[src/rtl/sd_cmd_issue_pkg.sv]
// Shared codes and types for the SD command issue controller.
// Assumes: response-kind, command-kind and result encodings are fixed by the line engine.
package sd_cmd_issue_pkg;
    localparam logic [1:0] RSP_NONE    = 2'd0;
    localparam logic [1:0] RSP_LONG    = 2'd1;
    localparam logic [1:0] RSP_SHORT   = 2'd2;
    localparam logic [1:0] RSP_SHORT_B = 2'd3;
    localparam logic [1:0] KIND_ABORT  = 2'd3;

    typedef enum logic [2:0] {
        RES_OK          = 3'd0,
        RES_ERROR       = 3'd1,
        RES_NOT_READY   = 3'd3,
        RES_NO_RESPONSE = 3'd5
    } result_e;

    typedef struct packed {
        logic cmpl;
        logic tmo;
        logic idx_err;
        logic end_err;
        logic crc_err;
        logic removed;
    } cmd_flags_t;

    typedef enum logic [1:0] {ST_IDLE, ST_PEND, ST_WAIT} issue_state_e;
endpackage

[src/rtl/sd_cmd_flag_acc.sv]
// Accumulates line-engine status flags while a command is in flight.
// Masks index and CRC errors by their per-command enables.
// Assumes: flags are one-cycle pulses; accumulation restarts whenever active is low.
module sd_cmd_flag_acc
    import sd_cmd_issue_pkg::*;
(
    input  logic       clk,
    input  logic       rst_n,
    input  logic       active,
    input  logic       idx_en,
    input  logic       crc_en,
    input  logic       ev_complete,
    input  logic       ev_timeout,
    input  logic       ev_index_err,
    input  logic       ev_endbit_err,
    input  logic       ev_crc_err,
    input  logic       ev_removal,
    output cmd_flags_t flags_now
);
    cmd_flags_t sticky_q;
    cmd_flags_t incoming;

    // Masked view of this cycle's flags.
    always_comb begin
        incoming.cmpl    = ev_complete;
        incoming.tmo     = ev_timeout;
        incoming.idx_err = ev_index_err & idx_en;
        incoming.end_err = ev_endbit_err;
        incoming.crc_err = ev_crc_err & crc_en;
        incoming.removed = ev_removal;
        flags_now = active ? (sticky_q | incoming) : '0;
    end

    // Sticky store, emptied whenever no command is in flight.
    always_ff @(posedge clk) begin
        if (!rst_n || !active) sticky_q <= '0;
        else                   sticky_q <= flags_now;
    end

    // a masked index error never reaches the accumulated view.
    a_r6_idx_mask: assert property (@(posedge clk) disable iff (!rst_n)
        (active && !idx_en && !sticky_q.idx_err) |-> !flags_now.idx_err);
endmodule

[src/rtl/sd_cmd_poll_timer.sv]
// Counts polling cycles of one command and flags expiry on the last one.
// Assumes: LIMIT >= 2; run stays high for the whole wait.
module sd_cmd_poll_timer #(
    parameter int LIMIT = 1 << 24
) (
    input  logic clk,
    input  logic rst_n,
    input  logic run,
    output logic expired
);
    localparam int CW = (LIMIT > 2) ? $clog2(LIMIT) : 1;
    localparam logic [CW-1:0] LAST = CW'(LIMIT - 1);

    logic [CW-1:0] count_q;

    assign expired = run && (count_q == LAST);

    // Advance while running, restart on idle or expiry.
    always_ff @(posedge clk) begin
        if (!rst_n || !run || expired) count_q <= '0;
        else                           count_q <= count_q + 1'b1;
    end

    // the counter never passes the last polling cycle.
    a_r10_count_bound: assert property (@(posedge clk) disable iff (!rst_n)
        count_q <= LAST);
endmodule

[src/rtl/sd_cmd_result_sel.sv]
// Reduces accumulated flags and the poll expiry to a finish strobe and result code.
// Priority: error flags, then missing completion, then removal, then timeout.
module sd_cmd_result_sel
    import sd_cmd_issue_pkg::*;
(
    input  cmd_flags_t flags,
    input  logic       expired,
    output logic       finish,
    output result_e    code
);
    logic any_err;

    // Pick the outcome of the first terminating observation.
    always_comb begin
        any_err = flags.idx_err | flags.end_err | flags.crc_err;
        finish  = flags.cmpl | any_err | expired;
        if (any_err || !flags.cmpl) code = RES_ERROR;
        else if (flags.removed)     code = RES_NOT_READY;
        else if (flags.tmo)         code = RES_NO_RESPONSE;
        else                        code = RES_OK;
    end
endmodule

[src/rtl/sd_cmd_issue.sv]
// SD command issue controller: holds one request until the command and data paths
// are free, launches it, then resolves the engine's status flags into a result.
// Assumes: engine flags are one-cycle pulses and rsp_in is valid with completion.
module sd_cmd_issue
    import sd_cmd_issue_pkg::*;
#(
    parameter int POLL_LIMIT    = 1 << 24,
    parameter int NUM_RSP_WORDS = 4
) (
    input  logic                        clk,
    input  logic                        rst_n,
    input  logic                        req_valid,
    input  logic [5:0]                  req_index,
    input  logic [31:0]                 req_arg,
    input  logic [1:0]                  req_rsp_kind,
    input  logic [1:0]                  req_cmd_kind,
    input  logic                        req_idx_chk,
    input  logic                        req_crc_chk,
    input  logic                        cmd_inhibit,
    input  logic                        dat_inhibit,
    output logic                        launch,
    output logic [5:0]                  launch_index,
    output logic [31:0]                 launch_arg,
    output logic [1:0]                  launch_rsp_kind,
    output logic [1:0]                  launch_kind,
    output logic                        launch_idx_chk,
    output logic                        launch_crc_chk,
    input  logic                        ev_complete,
    input  logic                        ev_timeout,
    input  logic                        ev_index_err,
    input  logic                        ev_endbit_err,
    input  logic                        ev_crc_err,
    input  logic                        ev_removal,
    input  logic [NUM_RSP_WORDS*32-1:0] rsp_in,
    output logic                        done,
    output logic [2:0]                  result,
    output logic [NUM_RSP_WORDS*32-1:0] rsp_out
);
    localparam int RSP_W = NUM_RSP_WORDS * 32;

    issue_state_e state_q;
    cmd_flags_t   flags_now;
    logic         expired;
    logic         finish;
    result_e      code;
    logic         waiting;
    logic         paths_free;
    logic         capture;

    assign waiting    = (state_q == ST_WAIT);
    assign paths_free = !cmd_inhibit && !dat_inhibit;
    assign capture    = waiting && finish && (code == RES_OK);

    sd_cmd_flag_acc u_flags (
        .clk(clk), .rst_n(rst_n), .active(waiting),
        .idx_en(launch_idx_chk), .crc_en(launch_crc_chk),
        .ev_complete(ev_complete), .ev_timeout(ev_timeout),
        .ev_index_err(ev_index_err), .ev_endbit_err(ev_endbit_err),
        .ev_crc_err(ev_crc_err), .ev_removal(ev_removal),
        .flags_now(flags_now)
    );

    sd_cmd_poll_timer #(.LIMIT(POLL_LIMIT)) u_timer (
        .clk(clk), .rst_n(rst_n), .run(waiting), .expired(expired)
    );

    sd_cmd_result_sel u_sel (
        .flags(flags_now), .expired(expired), .finish(finish), .code(code)
    );

    // Sequencer: idle -> pending -> waiting -> idle, with launch and done pulses.
    always_ff @(posedge clk) begin
        if (!rst_n) begin
            state_q <= ST_IDLE;
            launch  <= 1'b0;
            done    <= 1'b0;
            result  <= 3'd0;
        end else begin
            launch <= 1'b0;
            done   <= 1'b0;
            case (state_q)
                ST_IDLE: if (req_valid) state_q <= ST_PEND;
                ST_PEND: if (paths_free) begin
                    state_q <= ST_WAIT;
                    launch  <= 1'b1;
                end
                ST_WAIT: if (finish) begin
                    state_q <= ST_IDLE;
                    done    <= 1'b1;
                    result  <= code;
                end
                default: state_q <= ST_IDLE;
            endcase
        end
    end

    // Request capture; abort commands are forced to the busy-signalling response kind.
    always_ff @(posedge clk) begin
        if (!rst_n) begin
            launch_index    <= '0;
            launch_arg      <= '0;
            launch_rsp_kind <= RSP_NONE;
            launch_kind     <= '0;
            launch_idx_chk  <= 1'b0;
            launch_crc_chk  <= 1'b0;
        end else if (state_q == ST_IDLE && req_valid) begin
            launch_index    <= req_index;
            launch_arg      <= req_arg;
            launch_rsp_kind <= (req_cmd_kind == KIND_ABORT) ? RSP_SHORT_B : req_rsp_kind;
            launch_kind     <= req_cmd_kind;
            launch_idx_chk  <= req_idx_chk;
            launch_crc_chk  <= req_crc_chk;
        end
    end

    // Response words, each loaded only on a successful finish.
    for (genvar w = 0; w < NUM_RSP_WORDS; w++) begin : g_rsp
        always_ff @(posedge clk) begin
            if (!rst_n)       rsp_out[w*32 +: 32] <= '0;
            else if (capture) rsp_out[w*32 +: 32] <= rsp_in[w*32 +: 32];
        end
    end

    // launch only follows a cycle with both paths free.
    a_r2_launch_free: assert property (@(posedge clk) disable iff (!rst_n)
        launch |-> $past(paths_free));
    // abort commands leave with the busy-signalling response kind.
    a_r3_abort_busy: assert property (@(posedge clk) disable iff (!rst_n)
        (launch && launch_kind == KIND_ABORT) |-> (launch_rsp_kind == RSP_SHORT_B));
    // done is a single-cycle pulse carrying a legal code.
    a_r4_done_pulse: assert property (@(posedge clk) disable iff (!rst_n)
        done |=> !done);
    a_r4_code_legal: assert property (@(posedge clk) disable iff (!rst_n)
        done |-> (result == 3'd0 || result == 3'd1 || result == 3'd3 || result == 3'd5));
    // response words change only with a successful done.
    a_r11_rsp_hold: assert property (@(posedge clk) disable iff (!rst_n)
        (rsp_out != $past(rsp_out)) |-> (done && result == 3'd0));
    // a second launch never happens without an intervening done.
    a_r12_no_relaunch: assert property (@(posedge clk) disable iff (!rst_n)
        (launch && $past(launch)) |-> 1'b0);

    logic [RSP_W-1:0] unused_chk;
    assign unused_chk = '0;
endmodule

[config.mk]
export PLATFORM = sky130hd
export DESIGN_NAME = sd_cmd_issue
export DESIGN_NICKNAME = d
export VERILOG_FILES = /design/src/rtl/sd_cmd_issue_pkg.sv /design/src/rtl/sd_cmd_flag_acc.sv /design/src/rtl/sd_cmd_poll_timer.sv /design/src/rtl/sd_cmd_result_sel.sv /design/src/rtl/sd_cmd_issue.sv
export SDC_FILE = /design/constraint.sdc
export NUM_CORES = 1
export LEC_CHECK = 0
export BUFFER_PORTS_ARGS = -buffer_cell sky130_fd_sc_hd__buf_2
export CAP_MARGIN = 0
export CORE_MARGIN = 5
export CORE_UTILIZATION = 45
export DETAILED_ROUTE_END_ITERATION = 7
export PLACE_DENSITY = 0.8
export SLEW_MARGIN = 20
export SYNTH_ARGS = -nofsm -noshare
export SYNTH_HDL_FRONTEND = slang
export SYNTH_SLANG_ARGS = --single-unit
[constraint.sdc]
create_clock -name clk -period 2.8 [get_ports clk]
set_input_delay 0.14 -clock clk [delete_from_list [all_inputs] [get_ports clk]]
set_output_delay 0.14 -clock clk [all_outputs]
set_load 0.02 [all_outputs]
; Word level (Yosys, flattened, before mapping)
; Cells that the tools add are included.
[classes]
add_sub_neg = 1
n_eq_ne = 7
muxes = 11
bitwise_logic = 7
reduce_logical = 19
[op_table]
columns = cell, n
row1 = $add 24x1->24 const B, 1
row2 = $eq 24x24->1 const B, 1
row3 = $mux 3, 3
row4 = $mux 2, 4
row5 = $mux 6, 1
row6 = $ne 2x2->1 const B, 3
row7 = $or 6x6->6, 1
row8 = $pmux 2 s3, 1
row9 = $reduce_and 2->1, 3
row10 = $logic_and 1x1->1, 5
row11 = $logic_not 1->1, 5
row12 = $eq 2x2->1 const B, 2
row13 = $or 1x1->1, 4
row14 = $logic_not 3->1, 1
row15 = $logic_or 1x1->1, 3
row16 = $reduce_and 3->1, 1
row17 = $and 1x1->1, 2
row18 = $eq 2x1->1 const B, 1
row19 = $logic_not 2->1, 1
row20 = $mux 1, 2
[word_totals]
reg_bits = 209
out_inout_bits = 177
elab_cells = 66

; Depth between registers and ports, before layout
; Gate-level depths: netlist of run 1.
[logic_depth]
word_depth = 9
depth_mapped = 9

; By module
; Synthesis of run 1 repeated with hierarchy kept, for this count alone.
[unflattened]
hier_cells = 937
hier_area_um2 = 8349.3
[modules_own_cells]
columns = mod, instances, cells_each, area_each_um2, seq_area_each_um2
row1 = sd_cmd_issue, 1, 775, 6976.7, 3583.4
row2 = sd_cmd_poll_timer, 1, 130, 1108.6, 480.5
row3 = sd_cmd_flag_acc, 1, 25, 221.5, 120.1
row4 = sd_cmd_result_sel, 1, 7, 42.5, 0.0

; Least setup slack after synthesis of run 1
; No wires, ideal clock.
[synth_timing]
kind = reg2reg
startpoint = reg u_timer.count_q[0]
endpoint = reg u_timer.count_q[11]
arrival_ns = 1.848
required_ns = 2.672
slack_ns = 0.824
path_stages_with_launch = 9
period_less_slack_ns = 1.976
cell_sequence = dfxtp_1 > ha_1 > and3_1 > and3_1 > clkbuf_1 > nand3_1 > nand3_1 > clkbuf_1 > nor2_1
[synth_between]
elab_chain_len = 3
elab_cells_between_ends = 4
[synth_rtl]
columns = item, line
row1 = start: declaration, sd_cmd_poll_timer.sv:14  ; logic [CW-1:0] count_q;
row2 = start signal: assignment, sd_cmd_poll_timer.sv:21  ; else count_q <= count_q + 1'b1;
row3 = "parallel branches: the longest is 3 deep, another holds $add 24x1->24", -
; Parallel ways; which one is timed is not known.
; A chain may end at the register's enable or synchronous reset.

; Final worst setup path of run 1
[layout_timing]
startpoint = in ev_index_err
endpoint = reg rsp_out[37]
[layout_between]
elab_chain_len = 9
elab_cells_between_ends = 12
[layout_rtl]
columns = item, line
row1 = start: declaration, sd_cmd_issue.sv:30  ; input logic ev_index_err,
row2 = $and 1x1->1 (*), sd_cmd_flag_acc.sv:27  ; incoming.idx_err = ev_index_err & idx_en;
row3 = $or 6x6->6 (*), sd_cmd_flag_acc.sv:31  ; flags_now = active ? (sticky_q | incoming) : '0;
row4 = $mux 6 (*), sd_cmd_flag_acc.sv:31
row5 = $or 1x1->1 (*) (2 in a row), sd_cmd_result_sel.sv:15  ; any_err = flags.idx_err | flags.end_err | flags.crc_err;
row6 = $logic_or 1x1->1 or $or 1x1->1 (tied branches), "sd_cmd_result_sel.sv:17, sd_cmd_result_sel.sv:16"
row7 = $mux 3 or $or 1x1->1 (tied branches), "sd_cmd_result_sel.sv:17, sd_cmd_result_sel.sv:16"
row8 = $logic_not 3->1 or $logic_and 1x1->1 (tied branches), sd_cmd_issue.sv:52  ; assign capture = waiting && finish && (code == RES_OK);
row9 = $logic_and 1x1->1 (*), sd_cmd_issue.sv:52
row10 = end signal: indexed assignment, sd_cmd_issue.sv:120  ; else if (capture) rsp_out[w*32 +: 32] <= rsp_in[w*32 +: 32];
row11 = end: declaration, sd_cmd_issue.sv:37  ; output logic [NUM_RSP_WORDS*32-1:0] rsp_out
; Mark *: on every way between the ends. The rest lies on a longest branch, timed or not.

==> impl_summary.log, run 1 <==
INFO  metric run_status = finished, final reports clean
INFO  metric cp_data_required_time = 3200 ps
INFO  metric rr_worst_depth = 6
INFO  metric hp-class = in2reg
INFO  metric worstHoldPathCells = 3
INFO  metric grt_first_pass_wirelength = 44,000 um
INFO  metric fin_tns_setup = 0 ps
INFO  metric drcViolationCount = 0
INFO  metric cts_buffers = 23
INFO  metric grt_start_max_net_pins = 190
INFO  metric multiInputGateArea = 3030 sq um
INFO  metric layout-drive-gt1-share = 28.7%
INFO  metric drt-pass1-iter-count = 6
INFO  metric synth.ff_latch_count = 209
INFO  metric placedInstanceArea = 9520 sq um
INFO  metric placement_rows = 47
INFO  metric yosysWarningCount = 0
INFO  metric worst_setup_hold_path_clk_slew = 60 ps
INFO  metric grt.total_usage = 27.1%
INFO  metric path_max_fanout = 40
INFO  metric antenna_left = 0
INFO  metric total_power = 0.00668 W
INFO  metric floorplan.die_area = 19,800 sq um
INFO  metric critical_path_class = in2reg
INFO  metric ys_async_sr_fraction = 0%
INFO  metric ctsLongestPathBuffers = 3
INFO  metric static-leakage-power = 5.40 nW
INFO  metric grt_pass1_vias = 8,663
INFO  metric layout.area.seq = 4180 sq um
INFO  metric final_cell_mix = 358 x sky130_fd_sc_hd__buf_2, 222 x sky130_fd_sc_hd__nand2_1, 209 x sky130_fd_sc_hd__dfxtp_1
INFO  metric antenna_found_initial = 0
INFO  metric worst_path_max_delay_cell = sky130_fd_sc_hd__dlygate4sd3_1
INFO  metric die_height = 141 um
INFO  metric io_buffers = 359
INFO  metric num-fill-cells = 1,067
INFO  metric timing.critical_path.to_type = flop
INFO  metric worst_setup_path_start_kind = input port
INFO  metric wirelength = 28,900 um
INFO  metric finalSetupViolCount = 0
INFO  metric final_common_cell = sky130_fd_sc_hd__buf_2
INFO  metric grt_overflow_total = 0
INFO  metric number_of_flops_mapped_to_enable_cells_by_yosys = 0
INFO  metric numClockSinks = 209
INFO  metric area_delta_synth_final = 57.5%
INFO  metric rsz0062_at_grt = no
INFO  metric yosys.cell_types.count = 37
INFO  metric relSlewSlack = 49.4%
INFO  metric critical-path-max-stage-delay = 530 ps
INFO  metric postSynthCellCount = 927
INFO  metric cts_htree_levels = 1
INFO  metric fmax = 0.427 GHz
INFO  metric final_number_of_hold_violating_endpoints = 0
INFO  metric postSynth.topFlopCell = sky130_fd_sc_hd__dfxtp_1
INFO  metric initial_utilization = 46.1%
INFO  metric core_region_area = 16,600 sq um
INFO  metric synth.net_count = 1,111
INFO  metric worst_hold_slack = 48.3 ps
INFO  metric finish.instance_area = 12,100 sq um
INFO  metric vias_after_detailed_routing = 8,819
INFO  metric routedWlPerCell = 17.3 um
INFO  metric globalplace.congestion = 0.882
INFO  metric synth-seq-area-share = 54.6%
INFO  metric drv_cap = 0
INFO  metric boundaryPins = 360
INFO  metric maxSlewViolCount = 0
INFO  metric tritoncts = yes
INFO  metric post-route-period-util = 83.7%
INFO  metric cellPowerDensity = 553 nW/um^2
INFO  metric finalClockSkew = 15.1 ps
INFO  metric worst_slew_pin_slew = 759 ps
INFO  metric place.detailed.hpwl = 16,200 um
INFO  metric ratio_of_routed_vias_to_standard_cells = 5.28
INFO  metric mappedNetlistArea = 7670 sq um
INFO  metric first_iter_violations = 573
INFO  metric min_period = 2340 ps
INFO  metric peakVddDrop = 0.520 mV
INFO  metric syn-mean-instance-area = 8.27 sq um
INFO  metric nNetsFinal = 1,617
INFO  metric die_width = 141 um
INFO  metric worstPathCellList = dlygate4sd3_1 -> buf_2 -> a2111o_1 -> nor4_2 -> and3_4 -> buf_12 -> nand3_1 -> o21ai_1
INFO  metric root_driver = sky130_fd_sc_hd__clkbuf_16
INFO  metric cts_repair_resize_count = 0
INFO  metric clkLatencyLatePin = 500 ps
INFO  metric critical_path_arrival = 2740 ps
flip-flops by register name (all words and copies together), names as in the netlist, 3 cells and up:
register and flops:
rsp_out 128, launch_arg 32, u_timer.count_q 24, launch_index 6
u_flags.sticky_q 6, result 3
path summary, 6_finish.rpt:
kind / from / end / slack (ps)
max: ev_index_err / rsp_out[37]$_SDFFE_PN0P_ / 460
min: cmd_inhibit / launch$_SDFF_PN0_ / 50
max reg2reg: launch_idx_chk$_SDFFE_PN0P_ / rsp_out[37]$_SDFFE_PN0P_ / 470
min reg2reg: rsp_out[124]$_SDFFE_PN0P_ / rsp_out[124]$_SDFFE_PN0P_ / 440
Yosys cell counts, drive strengths merged (7+ instances only):
cell type	count	area, sq um
xor2	17	149
nor2	40	150
and3	7	43.8
nand2	222	833
nand3	140	701
clkbuf	46	183
a21oi	46	230
o21ai	130	651
dfxtp	209	4180
buf	31	258
nand4	7	43.8
cell families after synthesis:
family	count (synthesis)	share of synthesized area, %
buffers and inverters	81	5.94
adders and majority gates	1	0.163
xor gates and xnor gates	21	2.40
DFF	209	54.6
and+or+nand+nor	429	24.4
AOI/OAI and AO/OA	186	12.5
report_power, final:
group / switching [W] / internal [W]
Sequential: 0.0000280 / 0.00302
Clock: 0.00119 / 0.00177
Combinational: 0.000324 / 0.000335
Total: 0.00155 / 0.00513
metal layers:
layer	global-route usage [%]	routed length (um)
met3	6.20	2420
met1	29.0	10200
met4	17.0	1970
met5	0	0
met2	47.9	14300
critical path, delay by kind of cell:
| kind | cells | cell delay (ps) |
|---|---|---|
| buffers and inverters | 3 | 920 |
| AND/OR/NAND/NOR | 3 | 1020 |
| AO/OA/AOI/OAI | 2 | 620 |
per-stage QoR:
step | setup WS (ps) | instances | util (%)
2_1_floorplan | 824 | 927 | -
3_3_place_gp | 655 | 1447 | 57.2
3_5_place_dp | 592 | 1447 | 57.2
4_1_cts | 523 | 1668 | 72.5
5_1_grt | 358 | 1668 | 72.5
6_report | 458 | 1669 | 72.6
repair_timing:
action	in CTS	in global routing
hold endpoints to repair	181	0
setup buffers	0	0
hold buffers	181	0
final cells by class:
type,instances,share of cell area [%]
diodes,1,0.0207
multi-input cells,637,25.1
clock inverters,10,0.891
inverters,4,0.124
flip-flops and latches,209,34.6
repair buffers,558,31.7
clock buffers,30,5.23
well taps,220,2.28
Note: power is estimated with default switching activity, not from simulation.
==> run 2: changes to the inputs <==
==> constraint.sdc (replaced) <==
create_clock -name clk -period 2.45 [get_ports clk]
set_input_delay 0.1225 -clock clk [delete_from_list [all_inputs] [get_ports clk]]
set_output_delay 0.1225 -clock clk [all_outputs]
set_load 0.02 [all_outputs]
==> run 2 against run 1 <==
Net effect: worst hold slack better by 29 ps; core utilization down 0.24 points; register-to-register slack worse by 330 ps; total power up 11%; count of clock-buffer cells in the layout up 2; clock power up 8.1%; die area unchanged; largest power group unchanged.
==> impl_summary.log, run 2 (same netlist as run 1, synthesis figures left out) <==
INFO  metric finish.instance_area = 12,000 sq um (was 12,100 sq um)
INFO  metric grt_first_pass_wirelength = 44,700 um (was 44,000 um)
INFO  metric hp-class = in2reg (unchanged)
INFO  metric cp_data_required_time = 2830 ps (was 3200 ps)
INFO  metric fin_tns_setup = 0 ps (unchanged)
INFO  metric cts_repair_resize_count = 0 (unchanged)
INFO  metric io_buffers = 359 (unchanged)
INFO  metric die_width = 141 um (unchanged)
INFO  metric worst_slew_pin_slew = 877 ps (was 759 ps)
INFO  metric placedInstanceArea = 9510 sq um (was 9520 sq um)
INFO  metric grt_start_max_net_pins = 196 (was 190)
INFO  metric static-leakage-power = 5.39 nW (was 5.40 nW)
INFO  metric drt-pass1-iter-count = 5 (was 6)
INFO  metric clkLatencyLatePin = 480 ps (was 500 ps)
INFO  metric initial_utilization = 46.1% (unchanged)
INFO  metric r2r-start = u_flags.sticky_q[3]$_SDFF_PN0_ (was launch_idx_chk$_SDFFE_PN0P_)
INFO  metric routedWlPerCell = 17.4 um (was 17.3 um)
INFO  metric post-route-period-util = 95.0%
INFO  metric finalClockSkew = 13.5 ps (was 15.1 ps)
INFO  metric layout-drive-gt1-share = 28.8% (was 28.7%)
INFO  metric worst_setup_hold_path_clk_slew = 60 ps (about the same)
INFO  metric min_period = 2330 ps
INFO  metric cts_buffers = 22 (was 23)
INFO  metric timing.critical_path.to_type = flop (unchanged)
INFO  metric critical-path-max-stage-delay = 540 ps (was 530 ps)
INFO  metric final_common_cell = sky130_fd_sc_hd__buf_2 (unchanged)
INFO  metric top_regs = rsp_out (128), launch_arg (32), u_timer.count_q (24) (unchanged)
INFO  metric tritoncts = yes (unchanged)
INFO  metric fmax = 0.430 GHz
INFO  metric antenna_left = 0 (unchanged)
INFO  metric worst_path_max_delay_cell = sky130_fd_sc_hd__dlygate4sd3_1 (unchanged)
INFO  metric relSlewSlack = 41.4% (was 49.4%)
INFO  metric holdCritStartpoint = cmd_inhibit (unchanged)
INFO  metric path_max_fanout = 29 (was 40)
INFO  metric drcViolationCount = 0 (unchanged)
INFO  metric globalplace.congestion = 0.921 (was 0.882)
INFO  metric ratio_of_routed_vias_to_standard_cells = 5.31 (was 5.28)
INFO  metric critical_path_arrival = 2710 ps (was 2740 ps)
INFO  metric finalSetupViolCount = 0 (unchanged)
INFO  metric vias_after_detailed_routing = 8,897 (was 8,819)
INFO  metric largest_register_ffs = 128 (unchanged)
INFO  metric antenna_found_initial = 2 (was 0)
INFO  metric rsz0062_at_grt = no (unchanged)
INFO  metric core_region_area = 16,600 sq um (unchanged)
INFO  metric drv_cap = 0 (unchanged)
INFO  metric worst_setup_path_start_kind = input port (unchanged)
INFO  metric run_status = finished, final reports clean (unchanged)
INFO  metric boundaryPins = 360 (unchanged)
INFO  metric final_number_of_hold_violating_endpoints = 0 (unchanged)
INFO  metric cpLargestDelayFamily = buffers and inverters (was simple AND/OR/NAND/NOR gates)
INFO  metric final_cell_mix = 358 x sky130_fd_sc_hd__buf_2, 222 x sky130_fd_sc_hd__nand2_1, 209 x sky130_fd_sc_hd__dfxtp_1 (unchanged)
INFO  metric place.detailed.hpwl = 16,400 um (was 16,200 um)
INFO  metric placement_rows = 47 (unchanged)
INFO  metric cts_htree_levels = 1 (unchanged)
INFO  metric grt.total_usage = 27.4% (was 27.1%)
INFO  metric numClockSinks = 209 (unchanged)
INFO  metric wirelength = 29,100 um (was 28,900 um)
INFO  metric worstPathCellList = dlygate4sd3_1 -> buf_2 -> a2111o_1 -> nor4_2 -> and3_4 -> buf_4 -> nand3_1 -> o21ai_1 (was dlygate4sd3_1 -> buf_2 -> a2111o_1 -> nor4_2 -> and3_4 -> buf_12 -> nand3_1 -> o21ai_1)
INFO  metric root_driver = sky130_fd_sc_hd__clkbuf_16 (unchanged)
INFO  metric first_iter_violations = 645 (was 573)
INFO  metric grt_pass1_vias = 8,689 (was 8,663)
INFO  metric regMostFlops = rsp_out (unchanged)
INFO  metric critical_path_class = in2reg (unchanged)
INFO  metric floorplan.die_area = 19,800 sq um (unchanged)
INFO  metric area_delta_synth_final = 56.9% (was 57.5%)
INFO  metric grt_overflow_total = 0 (unchanged)
INFO  metric ctsLongestPathBuffers = 3 (unchanged)
INFO  metric die_height = 141 um (unchanged)
INFO  metric crit_start = ev_index_err (unchanged)
INFO  metric cellPowerDensity = 618 nW/um^2 (was 553 nW/um^2)
INFO  metric maxSlewViolCount = 0 (unchanged)
INFO  metric peakVddDrop = 0.691 mV (was 0.520 mV)
INFO  metric critical_path_buf_inv_count = 3 (unchanged)
INFO  metric nNetsFinal = 1,619 (was 1,617)
[run 2: cell types whose count changed in the layout (fill, tap and decap cells not counted), moves of 2 or more]
cell                        delta
sky130_fd_sc_hd__buf_4         +6
sky130_fd_sc_hd__clkbuf_8      +3
sky130_fd_sc_hd__diode_2       +3
sky130_fd_sc_hd__buf_12        -3
sky130_fd_sc_hd__bufinv_16     -2
[run 2: routing by layer]
layer  GRT usage (%)  vias up  wire (um)  part of all wire (%)
met4            17.0        0       2000                   6.9
li1                -     4136          -                     -
met2            48.6      525      14400                    50
met1            29.7     4067      10400                    36
met5               0        -          0                     0
met3            5.86      169       2280                   7.8
[run 2: cell type report]
cell class,instances,area (sq um)
fillers,1085,4610
flip-flops and latches,209,4180
repair buffers,561,3810
multi-input cells,637,3030
clock buffers,32,669
well taps,220,275
clock inverters,7,37.5
inverters,4,15.0
diodes,4,10.0
[run 2: where the power goes]
group | total (W) | leakage (nW) | internal [W] | switching [W]
Combinational | 0.000751 | 3.35 | 0.000382 | 0.000369
Sequential | 0.00349 | 1.69 | 0.00345 | 0.0000314
Clock | 0.00321 | 0.354 | 0.00189 | 0.00131
Total | 0.00744 | 5.39 | 0.00573 | 0.00171
[run 2: through the flow]
stage | worst slack [ps] | hold WS, ps | std cells | utilization (%) | total power, W
after global placement | 361 | 335 | 1450 | 57.1 | 0.00404
after detailed placement | 286 | 342 | 1450 | 57.1 | 0.00405
after global routing | 83.9 | 50.1 | 1672 | 72.3 | 0.00771
after CTS | 258 | 46.1 | 1670 | 72.3 | 0.00747
after floorplan | 474 | 253 | 927 | - | 0.00380
final | 123 | 77.5 | 1674 | 72.3 | 0.00744
[run 2: tightest hold or removal path, stage by stage]
cell	delay, ps
sky130_fd_sc_hd__buf_2	110
sky130_fd_sc_hd__nor2_1	150
sky130_fd_sc_hd__a2111oi_0	120
[run 2: final timing paths]
path,cells past startpoint,end,slack (ps)
min,3,state_q[0]$_SDFFE_PN0P_,80
max reg2reg,6,rsp_out[47]$_SDFFE_PN0P_,140
max,8,rsp_out[47]$_SDFFE_PN0P_,120
min reg2reg,2,rsp_out[60]$_SDFFE_PN0P_,450
[run 2: what timing repair did]
item,CTS,global route
hold buffers,181,0
buffers inserted,0,0
hold endpoints to repair,181,0
